### src/rtl/rsd_pkg.sv
package rsd_pkg;

    localparam int ADDR_W         = 32;
    localparam int REGION_W       = 3;
    localparam int NUM_SEL        = 1 << REGION_W;
    localparam int NUM_EXT        = NUM_SEL - 2;
    localparam int SEL_SRAM       = NUM_SEL - 2;
    localparam int SEL_ROM        = NUM_SEL - 1;
    localparam int OFFS_W         = ADDR_W - 1 - REGION_W;
    localparam int PAGE_W         = 12;
    localparam int SRAM_MAX_PAGES = 32;
    localparam int FB_W           = $clog2(SRAM_MAX_PAGES) + 1;
    localparam int SRAM_AW        = PAGE_W + $clog2(SRAM_MAX_PAGES);

    typedef logic [REGION_W-1:0] region_t;

    typedef struct packed {
        logic    valid;
        region_t idx;
    } sel_req_t;

    function automatic region_t map_region(region_t r, logic mirror);
        return mirror ? region_t'(NUM_SEL - 1 - int'(r)) : r;
    endfunction

endpackage

### src/rtl/rsd_boot_ctrl.sv
module rsd_boot_ctrl (
    input  logic clk,
    input  logic rst,
    input  logic boot_sel_n,
    input  logic wake,
    output logic mirror,
    output logic run_en
);
    logic mirror_q;
    logic wake_s1, wake_s2, wake_prev;
    logic run_q;
    logic wake_rise;

    always_ff @(posedge clk) begin
        if (rst) mirror_q <= ~boot_sel_n;
    end

    always_ff @(posedge clk) begin
        if (rst) begin
            wake_s1   <= 1'b1;
            wake_s2   <= 1'b1;
            wake_prev <= 1'b1;
        end else begin
            wake_s1   <= wake;
            wake_s2   <= wake_s1;
            wake_prev <= wake_s2;
        end
    end

    assign wake_rise = wake_s2 & ~wake_prev;

    always_ff @(posedge clk) begin
        if (rst)            run_q <= 1'b0;
        else if (wake_rise) run_q <= 1'b1;
    end

    assign mirror = mirror_q;
    assign run_en = run_q;

    // strap capture frozen outside reset
    a_r4_mirror_hold: assert property (@(posedge clk) disable iff (rst)
        1'b1 |=> $stable(mirror_q));

    // run enable is sticky
    a_r10_run_sticky: assert property (@(posedge clk) disable iff (rst)
        run_q |=> run_q);

    // run enable rises only after wake was seen high two edges earlier
    a_r9_run_after_wake: assert property (@(posedge clk) disable iff (rst)
        $rose(run_q) |-> $past(wake, 2));

endmodule

### src/rtl/rsd_region_map.sv
module rsd_region_map
    import rsd_pkg::*;
(
    input  logic               stb,
    input  logic               outside,
    input  region_t            region,
    input  logic               mirror,
    output logic [NUM_EXT-1:0] ext_cs_n,
    output logic               sram_sel,
    output logic               rom_sel
);
    sel_req_t            req;
    logic [NUM_SEL-1:0]  hit;

    always_comb begin
        req.valid = stb & ~outside;
        req.idx   = map_region(region, mirror);
    end

    for (genvar i = 0; i < NUM_SEL; i++) begin : g_sel
        assign hit[i] = req.valid && (req.idx == region_t'(i));
    end

    for (genvar i = 0; i < NUM_EXT; i++) begin : g_ext
        assign ext_cs_n[i] = ~hit[i];
    end

    assign sram_sel = hit[SEL_SRAM];
    assign rom_sel  = hit[SEL_ROM];

endmodule

### src/rtl/rsd_sram_wrap.sv
module rsd_sram_wrap #(
    parameter int OFFS_W    = 28,
    parameter int PAGE_W    = 12,
    parameter int MAX_PAGES = 32,
    parameter int FB_W      = 6
) (
    input  logic                                    clk,
    input  logic                                    rst,
    input  logic [OFFS_W-1:0]                       offset,
    input  logic [FB_W-1:0]                         fb_pages,
    output logic [PAGE_W+$clog2(MAX_PAGES)-1:0]     sram_addr
);
    localparam int IDX_W = OFFS_W - PAGE_W;
    localparam int PN_W  = $clog2(MAX_PAGES);

    logic [FB_W-1:0]  pages;
    logic [IDX_W-1:0] page_idx;
    logic [IDX_W-1:0] page_mod;

    always_comb begin
        if (fb_pages == '0 || fb_pages > FB_W'(MAX_PAGES)) pages = FB_W'(MAX_PAGES);
        else                                               pages = fb_pages;
        page_idx = offset[OFFS_W-1:PAGE_W];
        page_mod = page_idx % IDX_W'(pages);
    end

    assign sram_addr = {page_mod[PN_W-1:0], offset[PAGE_W-1:0]};

    // wrapped page always falls inside the programmed size
    a_r8_in_window: assert property (@(posedge clk) disable iff (rst)
        FB_W'(sram_addr[PAGE_W+PN_W-1:PAGE_W]) < pages);

endmodule

### src/rtl/region_select_decoder.sv
module region_select_decoder
    import rsd_pkg::*;
(
    input  logic                  clk,
    input  logic                  rst,
    input  logic                  boot_sel_n,
    input  logic                  wake,
    input  logic                  stb,
    input  logic [ADDR_W-1:0]     addr,
    input  logic [FB_W-1:0]       fb_pages,
    output logic [NUM_EXT-1:0]    ext_cs_n,
    output logic                  sram_sel,
    output logic                  rom_sel,
    output logic [OFFS_W-1:0]     rom_offset,
    output logic [SRAM_AW-1:0]    sram_addr,
    output logic                  run_en
);
    logic    mirror;
    region_t region;
    logic    outside;

    assign outside    = addr[ADDR_W-1];
    assign region     = addr[ADDR_W-2 -: REGION_W];
    assign rom_offset = addr[OFFS_W-1:0];

    rsd_boot_ctrl u_boot (
        .clk        (clk),
        .rst        (rst),
        .boot_sel_n (boot_sel_n),
        .wake       (wake),
        .mirror     (mirror),
        .run_en     (run_en)
    );

    rsd_region_map u_map (
        .stb      (stb),
        .outside  (outside),
        .region   (region),
        .mirror   (mirror),
        .ext_cs_n (ext_cs_n),
        .sram_sel (sram_sel),
        .rom_sel  (rom_sel)
    );

    rsd_sram_wrap #(
        .OFFS_W    (OFFS_W),
        .PAGE_W    (PAGE_W),
        .MAX_PAGES (SRAM_MAX_PAGES),
        .FB_W      (FB_W)
    ) u_wrap (
        .clk       (clk),
        .rst       (rst),
        .offset    (addr[OFFS_W-1:0]),
        .fb_pages  (fb_pages),
        .sram_addr (sram_addr)
    );

    // never more than one select
    a_r6_onehot: assert property (@(posedge clk) disable iff (rst)
        $onehot0({rom_sel, sram_sel, ~ext_cs_n}));

    // idle strobe leaves everything inactive
    a_r5_idle: assert property (@(posedge clk) disable iff (rst)
        !stb |-> (&ext_cs_n && !sram_sel && !rom_sel));

    // mirrored map puts the ROM at the bottom region
    a_r3_rom_at_zero: assert property (@(posedge clk) disable iff (rst)
        (mirror && stb && addr[ADDR_W-1 -: REGION_W+1] == '0) |-> rom_sel);

endmodule

### config.mk
export PLATFORM = sky130hd
export DESIGN_NAME = region_select_decoder
export DESIGN_NICKNAME = d
export VERILOG_FILES = /design/src/rtl/rsd_pkg.sv /design/src/rtl/rsd_boot_ctrl.sv /design/src/rtl/rsd_region_map.sv /design/src/rtl/rsd_sram_wrap.sv /design/src/rtl/region_select_decoder.sv
export SDC_FILE = /design/constraint.sdc
export NUM_CORES = 1
export LEC_CHECK = 0
export ABC_AREA = 1
export BUFFER_PORTS_ARGS = -buffer_cell sky130_fd_sc_hd__buf_2
export CORE_UTILIZATION = 49
export DETAILED_ROUTE_END_ITERATION = 10
export PLACE_DENSITY_LB_ADDON = 0.25
export SETUP_SLACK_MARGIN = 0.3
export SYNTH_ARGS = -nofsm -noshare
export SYNTH_HDL_FRONTEND = slang
export SYNTH_HIERARCHICAL = 1
export SYNTH_SLANG_ARGS = --single-unit
### constraint.sdc
create_clock -name clk -period 38.5 [get_ports clk]
set_input_delay 3.85 -clock clk [delete_from_list [all_inputs] [get_ports clk]]
set_output_delay 3.85 -clock clk [all_outputs]
set_load 0.01 [all_outputs]
# == Word-level counts from Yosys, hierarchy flattened ==
# Cells that the tools add are included.
# totals
regBits,5
latch_bits,0
ramBits,0
mem_bits_ro,0
inputBits,43
out_inout_bits,54
elab_cells,39
n_memories,0
# op_classes
addsub,1
multipliers,0
div_mod_pow,1
magnitude_cmp,1
eq_ne,7
shift,0
mux,2
bitwise_logic,11
reduce_logical,11
# ops
cell,n
16-bit by 6-bit remainder unit with 16-bit output,1
3-bit equality test (second input constant),4
1-bit NOT,9
1-bit logical AND,8
3-bit by 2-bit equality test with 1-bit output (second input constant),2
6-bit greater-than comparator (second input constant),1
6-bit logical NOT,1
6-bit 2-to-1 mux,1
3-bit by 1-bit equality test with 1-bit output (second input constant),1
3-bit logical NOT,1
3-bit 2-to-1 mux,1
3-bit subtractor (first input constant),1
1-bit bitwise AND,2
1-bit logical OR,1

# == Longest topological paths before layout ==
# logic_depth
word_depth,5
depth_mapped,205
mapped_depth_nobuf,202

# == Cells and area by module ==
# The synthesis kept the hierarchy.
# modules_own_cells
module,instances,cells_per_inst,area_each_um2,seq_area_each_um2
rsd_sram_wrap,1,945,5496.5,0.0
region_select_decoder,1,28,210.2,0.0
rsd_region_map,1,42,180.2,0.0
rsd_boot_ctrl,1,13,148.9,110.1

# == Worst setup path before layout ==
# OpenSTA, ideal clock, no wires.
# synth_path
kind,input to output
startpoint,input port fb_pages[2]
endpoint,output port sram_addr[13]
t_arrival_ns,28.246
required_time_ns,34.650
setup_slack_ns,6.404
stages,199
n_path_buf,3
path_cell_list,nor2_1 nand3_2 nand2_1 nand2_1 inv_1 nand2_1 ha_1 or2_2 nand3_1 nand2_1 nand2_1 inv_1 ha_1 o21a_1 nor2_1 nor2_2 inv_2 nand2_1 (+163 left out) nor2_2 nand3_1 nor2_2 buf_2 o21ai_1 fa_1 nand3_1 nand2_1 o21ai_0 nand2_1 a21oi_1 nand2_1 nor2_1 nand2_1 nor2_4 nand2_2 nand2_1 nand2_1
# synth_between
elab_chain_cells,4
elab_cells_between_ends,5
# synth_rtl
item,line_no,source
start: declaration,region_select_decoder.sv:10,"input logic [FB_W-1:0] fb_pages,"
6-bit greater-than comparator / 6-bit logical NOT (equally long branches),rsd_sram_wrap.sv:21,if (fb_pages == '0 || fb_pages > FB_W'(MAX_PAGES)) pages = FB_W'(MAX_PAGES);
1-bit logical OR,rsd_sram_wrap.sv:21,
6-bit 2-to-1 mux (*),rsd_sram_wrap.sv:21,
16-bit by 6-bit remainder unit with 16-bit output (*),rsd_sram_wrap.sv:24,page_mod = page_idx % IDX_W'(pages);
end: declaration,region_select_decoder.sv:15,"output logic [SRAM_AW-1:0] sram_addr,"
# Mark *: on every way between the ends. The rest lies on a longest branch, timed or not.

# == Final worst setup path ==
# layout_path
startpoint,input port fb_pages[0]
endpoint,output port sram_addr[15]
# The elaborated chain is that of the path after synthesis.

==> results by group <==
Outcome
  • Outcome: complete, no violations

Yosys
  • Syn_nets: 1,154
  • Count leader, synth: nand2_1
  • EDFF count, synth: 1
  • Unique masters post-synth: 46
  • Post-synth top area share: 17.0%
  • Mean post-synth cell area: 5.87 um2
  • Commonest cells in the netlist: 270 x nand2_1, 144 x inv_1, 82 x ha_1
  • Post-Synthesis Cells: 1,028
  • Ys Warns: 6
  • Ys flop type: dfxtp_1
  • Syn Std Cell Area: 6040 um2
  • Seq/Total Area, Yosys: 1.82%
  • Ys async rst share: 0%
  • Number of synthesized register bits: 5
  • Area contributors post-synth: ha_1 17%, nand2_1 17%, inv_1 9.0%
  • Area leader, netlist: ha_1

Clock tree
  • Latest clock arrival within the worst-skew pair: 220 ps
  • CTS Buf Count: 3
  • Clk slew on worst S/H paths: 30 ps
  • Htree depth: 1
  • Clk buf depth: 2
  • Root buffer cell: clkbuf_16
  • CTS tree: built
  • CTS sink count: 5

GRT
  • Global-route wire length before repair: 22.4 mm
  • GRT overflow: 0
  • Vias in the first global route: 5,354
  • Largest net degree at the start of global routing: 17
  • Initial antenna violation count: 0
  • Gr usage total: 20.2%

Place
  • Pre-CTS WS: 2700 ps
  • Hpwl dp: 10.9 mm
  • RePlAce Congestion: 0.816
  • PortBufs: 60

Min path
  • Hold Path Class: register to register
  • Hold depth: 1

Finish
  • Area delta synth->final: 5.00%
  • FF+latch area: 110 um2
  • Multi-input gate area: 4980 um2
  • N_diodes: 0
  • Share of cells above drive strength 1: 16.9%
  • Net count reported at finish: 1,173
  • Fillers: 1,335

STA
  • Slew Limit Fails: 0
  • Minimum clock period: 34,780 ps
  • Slew @ Worst Pin: 689 ps
  • Clock Skews: 0.129 ps
  • Final hold vios: 0
  • Rel. slew slack: 54.0%
  • Worst Slack Setup Final: 3720 ps
  • Setup TNS: 0 ps
  • RSZ-0062 raised after global routing: false
  • Setup violations, final: 0
  • Fmax: 28.7 MHz
  • Final Cycle Share: 90.3%

Die
  • Initial core utilization: 50.3%
  • Core Region: 12,000 um2
  • Row count: 40
  • Boundary Pins: 97
  • Chip Height: 113 um
  • Die area: 12,800 um2
  • Die span in x: 113 um

Setup path
  • Crit path max-delay cell type: fa_1
  • R2r endpoint: u_boot/wake_prev$_SDFF_PP1_
  • WS Path Type: input port to primary output
  • Critical path depth: 199
  • Most common cell on crit path: nand2_1
  • Critical path endpoint: sram_addr[15]
  • Worst R2R Path Depth: 1
  • CP bufs+invs: 30
  • Crit path launch: fb_pages[0]
  • Crit path max-delay family: simple AND/OR/NAND/NOR gates
  • RR Startpoint: u_boot/wake_s2$_SDFF_PP1_
  • Worst Path Max Fanout: 16
  • R2r setup slk: 37,870 ps
  • Max stage delay on crit path: 460 ps
  • Critical path startpoint category: input port
  • CP endpoint kind: primary output
  • Arrival @ worst endpoint: 30,930 ps
  • Crit path required time: 34,650 ps

Routing
  • Final ANT Viol Nets: 0
  • DR WL/cell: 10.8 um
  • Post-Route WL: 12.9 mm
  • Drt pass-1 iters: 5
  • Initial drt markers: 223
  • Residual DRC: 0
  • Routed via count: 6,046
  • DR vias/cell: 5.07

Run
  • Max_cap viols: 0
-- flip-flops by register name, summed over array words and instances (netlist names) --
| signal | cells |
|---|---|
| u_boot/run_en | 1 |
| u_boot/wake_s2 | 1 |
| u_boot/mirror | 1 |
| u_boot/wake_prev | 1 |
| u_boot/wake_s1 | 1 |
-- worst min-delay path by stage --
| stage | start | endpoint | slack (ps) |
|---|---|---|---|
| detailed placement | u_boot/wake_s1$_SDFF_PP1_ | u_boot/wake_s2$_SDFF_PP1_ | 400 |
| global placement | u_boot/wake_s1$_SDFF_PP1_ | u_boot/wake_s2$_SDFF_PP1_ | 400 |
| CTS | u_boot/wake_s1$_SDFF_PP1_ | u_boot/wake_s2$_SDFF_PP1_ | 410 |
| floorplan | u_boot/wake_s1$_SDFF_PP1_ | u_boot/wake_s2$_SDFF_PP1_ | 380 |
| global route | u_boot/wake_s1$_SDFF_PP1_ | u_boot/wake_s2$_SDFF_PP1_ | 430 |
| finish | u_boot/wake_s1$_SDFF_PP1_ | u_boot/wake_s2$_SDFF_PP1_ | 410 |
-- kinds of logic after synthesis --
logic type | Yosys count | synth area share [%]
buffers and inverters | 219 | 16.3
flip-flops | 5 | 1.82
adder cells (fa/ha/maj) | 83 | 17.3
AND/OR/NAND/NOR | 533 | 43.2
AO/OA/AOI/OAI | 127 | 12.4
multiplexers | 1 | 0.166
XOR/XNOR | 60 | 8.71
-- cells in the final DEF (no fill, tap or decap), types with 15 or more instances in the layout --
cell,count
inv_2,17
nand2_2,23
xor2_1,36
nand2_1,269
nand3_1,64
nor2_1,72
o21ai_0,41
ha_1,82
nand4_1,24
xnor2_1,24
inv_1,144
buf_2,60
a21oi_1,25
o21ai_1,15
-- layout make-up --
cell class	count	area share (%)
Multi-Input combinational cell	804	78.5
Clock buffer	3	1.18
Inverter	164	9.77
Tap cell	147	2.90
Sequential cell	5	1.74
Clock inverter	1	0.0790
Timing Repair Buffer	69	5.80
-- metrics by stage --
stage | util [%] | hold slack, ps | area, um2 | instances
4_1_cts | 51.9 | 411 | 6240 | 1185
2_1_floorplan | - | 383 | 6040 | 1028
5_1_grt | 52.8 | 432 | 6340 | 1193
3_5_place_dp | 51.3 | 401 | 6160 | 1181
3_3_place_gp | 51.3 | 397 | 6160 | 1181
6_report | 52.8 | 408 | 6340 | 1193
-- metal layers --
layer | track usage [%] | share of wire (%) | up-vias
li1 | - | - | 3322
met4 | 0.965 | 0.28 | 0
met3 | 1.23 | 2.6 | 5
met5 | 0 | 0 | -
met2 | 38.7 | 49 | 64
met1 | 25.9 | 48 | 2655
-- repair_timing --
item                                    4_1_cts  5_1_grt
endpoints found under the setup margin        0        5
buffers inserted                              0        8
gates resized for setup                       0       12
hold buffers                                  0        0
Power is not shown: default switching activity piles up to over one toggle a cycle in this logic, so the estimate is an artifact.
